==> src/rtl/sl_pkg.sv <==
package sl_pkg;
  typedef enum logic [1:0] {
    REG_FILL  = 2'b00,
    REG_DATA  = 2'b01,
    REG_SPARE = 2'b10
  } region_e;
endpackage

==> src/rtl/sl_gap_stage.sv <==
module sl_gap_stage #(
  parameter int IDX_W = 16
) (
  input  logic             clk_i,
  input  logic             rst_ni,
  input  logic [IDX_W-1:0] page_size_i,
  input  logic [IDX_W-1:0] spare_size_i,
  input  logic [IDX_W-1:0] skip_bytes_i,
  input  logic [IDX_W:0]   free_len_i,
  input  logic             req_valid_i,
  input  logic [IDX_W-1:0] phys_idx_i,
  output logic             vld_o,
  output logic [IDX_W-1:0] q_o,
  output logic [IDX_W-1:0] rel_o,
  output logic             mark_o,
  output logic             live_o,
  output logic             tail_o
);
  localparam int EXT_W = IDX_W + 1;

  logic [EXT_W-1:0] p_x, w_x, gap_x, end_x, tail_x;
  logic             live_c;

  always_comb begin
    p_x    = {1'b0, phys_idx_i};
    w_x    = {1'b0, page_size_i};
    gap_x  = w_x + {1'b0, skip_bytes_i};
    end_x  = w_x + {1'b0, spare_size_i};
    tail_x = end_x - free_len_i;
    live_c = p_x < end_x;
  end

  always_ff @(posedge clk_i or negedge rst_ni) begin
    if (!rst_ni) begin
      vld_o  <= 1'b0;
      q_o    <= '0;
      rel_o  <= '0;
      mark_o <= 1'b0;
      live_o <= 1'b0;
      tail_o <= 1'b0;
    end else begin
      vld_o <= req_valid_i;
      if (req_valid_i) begin
        // collapse the marker gap so chunks tile a continuous space
        q_o    <= (p_x >= gap_x) ? phys_idx_i - skip_bytes_i : phys_idx_i;
        rel_o  <= phys_idx_i - page_size_i;
        mark_o <= (p_x >= w_x) && (p_x < gap_x) && live_c;
        live_o <= live_c;
        tail_o <= live_c && (free_len_i != '0) && (p_x >= tail_x);
      end
    end
  end


  stage_take_chk: assert property (@(posedge clk_i) disable iff (!rst_ni)
    req_valid_i |=> vld_o);

  stage_idle_chk: assert property (@(posedge clk_i) disable iff (!rst_ni)
    !req_valid_i |=> !vld_o);
endmodule

==> src/rtl/sl_chunk_lane.sv <==
module sl_chunk_lane #(
  parameter int IDX_W = 16,
  parameter int CNT_W = 4,
  parameter int LANE  = 0
) (
  input  logic [IDX_W-1:0] q_i,
  input  logic [IDX_W-1:0] chunk_size_i,
  input  logic [IDX_W-1:0] ecc_bytes_i,
  input  logic [IDX_W-1:0] skip_bytes_i,
  input  logic [CNT_W-1:0] chunk_cnt_i,
  output logic             data_hit_o,
  output logic             ecc_hit_o,
  output logic [IDX_W-1:0] data_idx_o,
  output logic [IDX_W-1:0] ecc_idx_o
);
  localparam int               EXT_W  = IDX_W + 1;
  localparam logic [EXT_W-1:0] LANE_X = EXT_W'(LANE);
  localparam logic [CNT_W:0]   LANE_C = (CNT_W+1)'(LANE);

  logic [EXT_W-1:0] q_x, s_x, e_x, k_x, start_x, ecc_x, end_x;
  logic             en;

  always_comb begin
    q_x     = {1'b0, q_i};
    s_x     = {1'b0, chunk_size_i};
    e_x     = {1'b0, ecc_bytes_i};
    k_x     = {1'b0, skip_bytes_i};
    en      = {1'b0, chunk_cnt_i} > LANE_C;
    start_x = (s_x + e_x) * LANE_X;
    ecc_x   = start_x + s_x;
    end_x   = ecc_x + e_x;
    data_hit_o = en && (q_x >= start_x) && (q_x < ecc_x);
    ecc_hit_o  = en && (q_x >= ecc_x) && (q_x < end_x);
    data_idx_o = IDX_W'(s_x * LANE_X + (q_x - start_x));
    ecc_idx_o  = IDX_W'(k_x + e_x * LANE_X + (q_x - ecc_x));
  end
endmodule

==> src/rtl/syndrome_layout_mapper.sv <==
module syndrome_layout_mapper
  import sl_pkg::*;
#(
  parameter int IDX_W      = 16,
  parameter int MAX_CHUNKS = 8,
  parameter int CNT_W      = $clog2(MAX_CHUNKS + 1)
) (
  input  logic             clk_i,
  input  logic             rst_ni,
  input  logic [IDX_W-1:0] page_size_i,
  input  logic [IDX_W-1:0] spare_size_i,
  input  logic [IDX_W-1:0] chunk_size_i,
  input  logic [IDX_W-1:0] ecc_bytes_i,
  input  logic [CNT_W-1:0] chunk_cnt_i,
  input  logic [IDX_W-1:0] skip_bytes_i,
  input  logic             req_valid_i,
  input  logic [IDX_W-1:0] phys_idx_i,
  output logic             rsp_valid_o,
  output logic [1:0]       region_o,
  output logic [IDX_W-1:0] log_idx_o
);
  localparam int EXT_W = IDX_W + 1;

  logic [EXT_W-1:0] used_x, o_x, free_x;

  always_comb begin
    o_x    = {1'b0, spare_size_i};
    used_x = {1'b0, skip_bytes_i} + EXT_W'(chunk_cnt_i) * {1'b0, ecc_bytes_i};
    free_x = (o_x >= used_x) ? o_x - used_x : '0;
  end

  logic             s1_vld, s1_mark, s1_live, s1_tail;
  logic [IDX_W-1:0] s1_q, s1_rel;

  sl_gap_stage #(.IDX_W(IDX_W)) i_gap (
    .clk_i        (clk_i),
    .rst_ni       (rst_ni),
    .page_size_i  (page_size_i),
    .spare_size_i (spare_size_i),
    .skip_bytes_i (skip_bytes_i),
    .free_len_i   (free_x),
    .req_valid_i  (req_valid_i),
    .phys_idx_i   (phys_idx_i),
    .vld_o        (s1_vld),
    .q_o          (s1_q),
    .rel_o        (s1_rel),
    .mark_o       (s1_mark),
    .live_o       (s1_live),
    .tail_o       (s1_tail)
  );

  logic [MAX_CHUNKS-1:0] d_hit, e_hit;
  logic [IDX_W-1:0]      d_idx [MAX_CHUNKS];
  logic [IDX_W-1:0]      e_idx [MAX_CHUNKS];

  for (genvar g = 0; g < MAX_CHUNKS; g++) begin : g_lane
    sl_chunk_lane #(.IDX_W(IDX_W), .CNT_W(CNT_W), .LANE(g)) i_lane (
      .q_i          (s1_q),
      .chunk_size_i (chunk_size_i),
      .ecc_bytes_i  (ecc_bytes_i),
      .skip_bytes_i (skip_bytes_i),
      .chunk_cnt_i  (chunk_cnt_i),
      .data_hit_o   (d_hit[g]),
      .ecc_hit_o    (e_hit[g]),
      .data_idx_o   (d_idx[g]),
      .ecc_idx_o    (e_idx[g])
    );
  end

  region_e          nxt_region;
  logic [IDX_W-1:0] nxt_idx, d_sel, e_sel;

  always_comb begin
    d_sel = '0;
    e_sel = '0;
    for (int i = 0; i < MAX_CHUNKS; i++) begin
      if (d_hit[i]) d_sel = d_sel | d_idx[i];
      if (e_hit[i]) e_sel = e_sel | e_idx[i];
    end
    nxt_region = REG_FILL;
    nxt_idx    = '0;
    if (s1_mark) begin
      nxt_region = REG_SPARE;
      nxt_idx    = s1_rel;
    end else if (s1_live && |d_hit) begin
      nxt_region = REG_DATA;
      nxt_idx    = d_sel;
    end else if (s1_live && |e_hit) begin
      nxt_region = REG_SPARE;
      nxt_idx    = e_sel;
    end else if (s1_tail) begin
      nxt_region = REG_SPARE;
      nxt_idx    = s1_rel;
    end
  end

  always_ff @(posedge clk_i or negedge rst_ni) begin
    if (!rst_ni) begin
      rsp_valid_o <= 1'b0;
      region_o    <= REG_FILL;
      log_idx_o   <= '0;
    end else begin
      rsp_valid_o <= s1_vld;
      if (s1_vld) begin
        region_o  <= nxt_region;
        log_idx_o <= nxt_idx;
      end
    end
  end


  rsp_follow_chk: assert property (@(posedge clk_i) disable iff (!rst_ni)
    s1_vld |=> rsp_valid_o);

  rsp_quiet_chk: assert property (@(posedge clk_i) disable iff (!rst_ni)
    !s1_vld |=> !rsp_valid_o);

  lane_excl_chk: assert property (@(posedge clk_i) disable iff (!rst_ni)
    s1_vld |-> $onehot0({d_hit, e_hit}));

  data_bound_chk: assert property (@(posedge clk_i) disable iff (!rst_ni)
    (rsp_valid_o && region_o == REG_DATA) |->
      ({1'b0, log_idx_o} < EXT_W'(chunk_cnt_i) * {1'b0, chunk_size_i}));

  marker_spare_chk: assert property (@(posedge clk_i) disable iff (!rst_ni)
    (s1_vld && s1_mark) |=> (region_o == REG_SPARE));

  beyond_fill_chk: assert property (@(posedge clk_i) disable iff (!rst_ni)
    (s1_vld && !s1_live) |=> (region_o == REG_FILL && log_idx_o == '0));

  reset_quiet_chk: assert property (@(posedge clk_i)
    !rst_ni |-> !rsp_valid_o);
endmodule

==> config.mk <==
export PLATFORM = sky130hd
export DESIGN_NAME = syndrome_layout_mapper
export DESIGN_NICKNAME = d
export VERILOG_FILES = /design/src/rtl/sl_pkg.sv /design/src/rtl/sl_gap_stage.sv /design/src/rtl/sl_chunk_lane.sv /design/src/rtl/syndrome_layout_mapper.sv
export SDC_FILE = /design/constraint.sdc
export NUM_CORES = 2
export LEC_CHECK = 0
export CAP_MARGIN = 20
export CORE_MARGIN = 2
export CORE_UTILIZATION = 45
export CTS_BUF_LIST = sky130_fd_sc_hd__clkbuf_4 sky130_fd_sc_hd__clkbuf_8 sky130_fd_sc_hd__clkbuf_16
export CTS_CLUSTER_SIZE = 12
export DETAILED_ROUTE_END_ITERATION = 8
export PLACE_DENSITY = 0.7
export SLEW_MARGIN = 30
export SYNTH_ARGS = -nofsm -noshare
export SYNTH_HDL_FRONTEND = slang
export SYNTH_HIERARCHICAL = 1
export SYNTH_SLANG_ARGS = --single-unit
==> constraint.sdc <==
create_clock -name clk_i -period 6.5 [get_ports clk_i]
set_input_delay 1.3 -clock clk_i [delete_from_list [all_inputs] [get_ports clk_i]]
set_output_delay 1.3 -clock clk_i [all_outputs]
set_load 0.02 [all_outputs]
==> reports/metrics.cfg <==
[sta]
slew_headroom=0.3704
post-route-period-util=1.437
maxSlewViolCount=0
worst_slack_ns=-2.838
fmax_mhz=107.1
rsz0062_at_grt=yes
finalCriticalPeriod_ns=9.338
setup_viol=19
hold_viol_final=0
fin_skew_ns=0.01080
tightest_slew_ns=0.9358

[yosys]
synthXorXnorAreaFrac=0.1030
synth.area.mux_share=0.005523
synthAdderAreaFrac=0.4240
synthArstFlopShare=1.000
synth_top_family_by_area=adder cells
synthCells=7430
synth_top_cell_area_share=0.2555
syn_area_per_cell_um2=8.140
syn_area_um2=60480
seq_area_frac_synth=0.02276
synth_edf_count=0
synth_warnings=6
synth_compound_area_frac=0.2335
synth_top_area_cell=ha_1
ys_top_cells_by_area=ha_1, fa_1, inv_1, xnor2_1, a21oi_1
mappedNetlistNets=9277
synth_ff_type=dfrtp_1
synth_cell_types=119
synth-simple-area-share=0.1341
ys_ff_latch=55

[critical_path]
crit_fanout=4
cp_slowest_cell=fa_1
critPathLaunchType=input pin
cpPeakStageDelay_ns=0.50
crit_path_end_kind=flip-flop
worstPathArrival_ns=9.58
critPathKind=input pin to flip-flop
worstPathRequired_ns=6.74

[finish]
final_area_um2=82010
nets=11490
mostFrequentLayoutCell=buf_4
syn_to_final_growth_pct=35.59
fillers=11980
final_cell_mix=buf_4, ha_1, inv_1
final_cell_count_no_fill=11420
drive_above_1_share=0.2722

[min_path]
hold_class=flip-flop to flip-flop

[floorplanning]
start_util=0.4532
die_h_um=370.6
die-area_um2=137400
rows=134
die_w_um=370.6
core_um2=133500
ios=122

[detailed_routing]
drtIter0Drc=5867
vias=66700
final_antenna_net_count=0
drc=0
vias_per_cell=5.841
wirelength_met1_um=111300
wl_met2_um=116100
wire_per_inst_um=24.28
wl_met3_um=27970
first_pass_iters=7
finalWirelength_um=277300
highest_layer=met5

[place]
postPlaceCellArea_um2=79610
port_buffers=121
post-dp-hpwl_um=228300
routabilityCongestion=1.090
detailedPlace.worstSlack_ns=-3.565
post-place-cells=11340

[flow_run]
maxCapViolCount=0

[outcome]
status=finished, violations left
violations=setup timing

[global_routing]
grt_first_pass_wirelength_um=403700
overflow=0
grt_pass1_vias=65250
grt_use_total=0.3929
antenna_found_initial=17
grt_max_degree=56

[clock_network]
cts_tree=done
clk_pin_slew_worst_paths_ns=0.08
ctsHoldBuffers=0
htreeDepth=2
cts_buffers=5
clock-sinks=55
root_buffer=clkbuf_16
cts_buffer_depth=2
clk_latency_ns=0.32

## worst max-delay path, delay by kind of cell
family	cells	cell delay, ns
adder cells (fa/ha/maj)	8	2.72
AO/OA/AOI/OAI	13	2.27
AND/OR/NAND/NOR	7	1.09
XOR/XNOR	5	0.97
buffers and inverters	9	0.91
multiplexers	1	0.28
## stage by stage
stage	utilization	TNS, ns	hold WS (ns)
2_1_floorplan	-	-40.07	0.3519
3_3_place_gp	0.5965	-61.06	0.5213
3_5_place_dp	0.5965	-65.47	0.5178
4_1_cts	0.6059	-50.11	0.5450
5_1_grt	0.6144	-57.43	0.5871
6_report	0.6145	-51.48	0.5620
## registers in the layout, summed over array words and instances (netlist names)
| signal | flops |
|---|---|
| i_gap/rel_o | 16 |
| i_gap/tail_o | 1 |
| rsp_valid_o | 1 |
| log_idx_o | 16 |
| i_gap/vld_o | 1 |
| region_o | 2 |
| i_gap/live_o | 1 |
| i_gap/q_o | 16 |
| i_gap/mark_o | 1 |
## synthesized netlist by cell type (all sizes together), types with 17 or more instances
| master | n |
|---|---|
| or3 | 43 |
| inv | 1101 |
| a311oi | 31 |
| a31o | 21 |
| o21ai | 400 |
| nor2b | 112 |
| a221oi | 30 |
| nand3b | 18 |
| a21boi | 27 |
| a31oi | 61 |
| a21o | 248 |
| dfrtp | 55 |
| xnor2 | 458 |
| nand2 | 321 |
| a211oi | 80 |
| ha | 1235 |
| nor2 | 403 |
| o2111ai | 17 |
| and4 | 21 |
| o21bai | 73 |
| a211o | 27 |
| nand4 | 70 |
| xor2 | 243 |
| nand2b | 88 |
| o211ai | 55 |
| o31a | 26 |
| a2111oi | 29 |
| a21oi | 552 |
| a22oi | 95 |
| buf | 42 |
| a22o | 22 |
| clkbuf | 53 |
| nor3 | 167 |
| o31ai | 30 |
| o21a | 151 |
| fa | 509 |
| nor4 | 38 |
| mux2i | 21 |
| or2 | 22 |
| and2 | 64 |
| nand3 | 123 |
| o41ai | 18 |
| and3 | 63 |
## final cells by class
type                    count  area (µm²)  share of cell area
diodes                      6       15.01           0.0001831
clock buffers               5       125.1            0.001526
clock inverters             3       27.53           0.0003357
inverters                1105        4154             0.05065
multi-input cells        6176       56150              0.6847
flip-flops and latches     55        1396             0.01703
well taps                1768        2212             0.02697
repair buffers           2301       17930              0.2186
## per-layer routing
layer | GRT usage | up-vias
met5 | 0 | -
met4 | 0.2423 | 16
met3 | 0.07924 | 872
met2 | 0.5995 | 3108
met1 | 0.5084 | 32010
li1 | - | 30690
## worst paths after layout
check | end | cells after the start | from | slack, ns
setup / recovery | log_idx_o[15] | 43 | chunk_size_i[0] | -2.84
hold / removal | i_gap/rel_o[6] | 1 | i_gap/rel_o[6] | 0.56
setup reg to reg | log_idx_o[14] | 23 | i_gap/q_o[2] | 0.94
hold reg to reg | i_gap/rel_o[6] | 1 | i_gap/rel_o[6] | 0.56
max in group asynchronous | i_gap/q_o[2] | 2 | rst_ni | 4.77
min in group asynchronous | i_gap/q_o[6] | 2 | rst_ni | 1.15
## repair_timing
| action | in CTS | in global routing |
|---|---|---|
| gates resized for setup | 160 | 173 |
| setup endpoints to repair | 19 | 19 |
| setup buffers | 39 | 26 |
| pin swaps | 82 | 137 |
| endpoints found under the hold margin | 0 | 0 |
| gates cloned | 5 | 3 |
## logic make-up after synthesis
kind of cell | after synthesis
buffers and inverters | 1200
AO/OA/AOI/OAI | 2092
adder cells (fa/ha/maj) | 1744
XOR/XNOR | 704
AND/OR/NAND/NOR | 1603
flip-flops | 55
multiplexers | 32
Power is left out: the tool's default activity adds up to more than one toggle a clock period on the data nets, which glitch-free logic cannot reach.
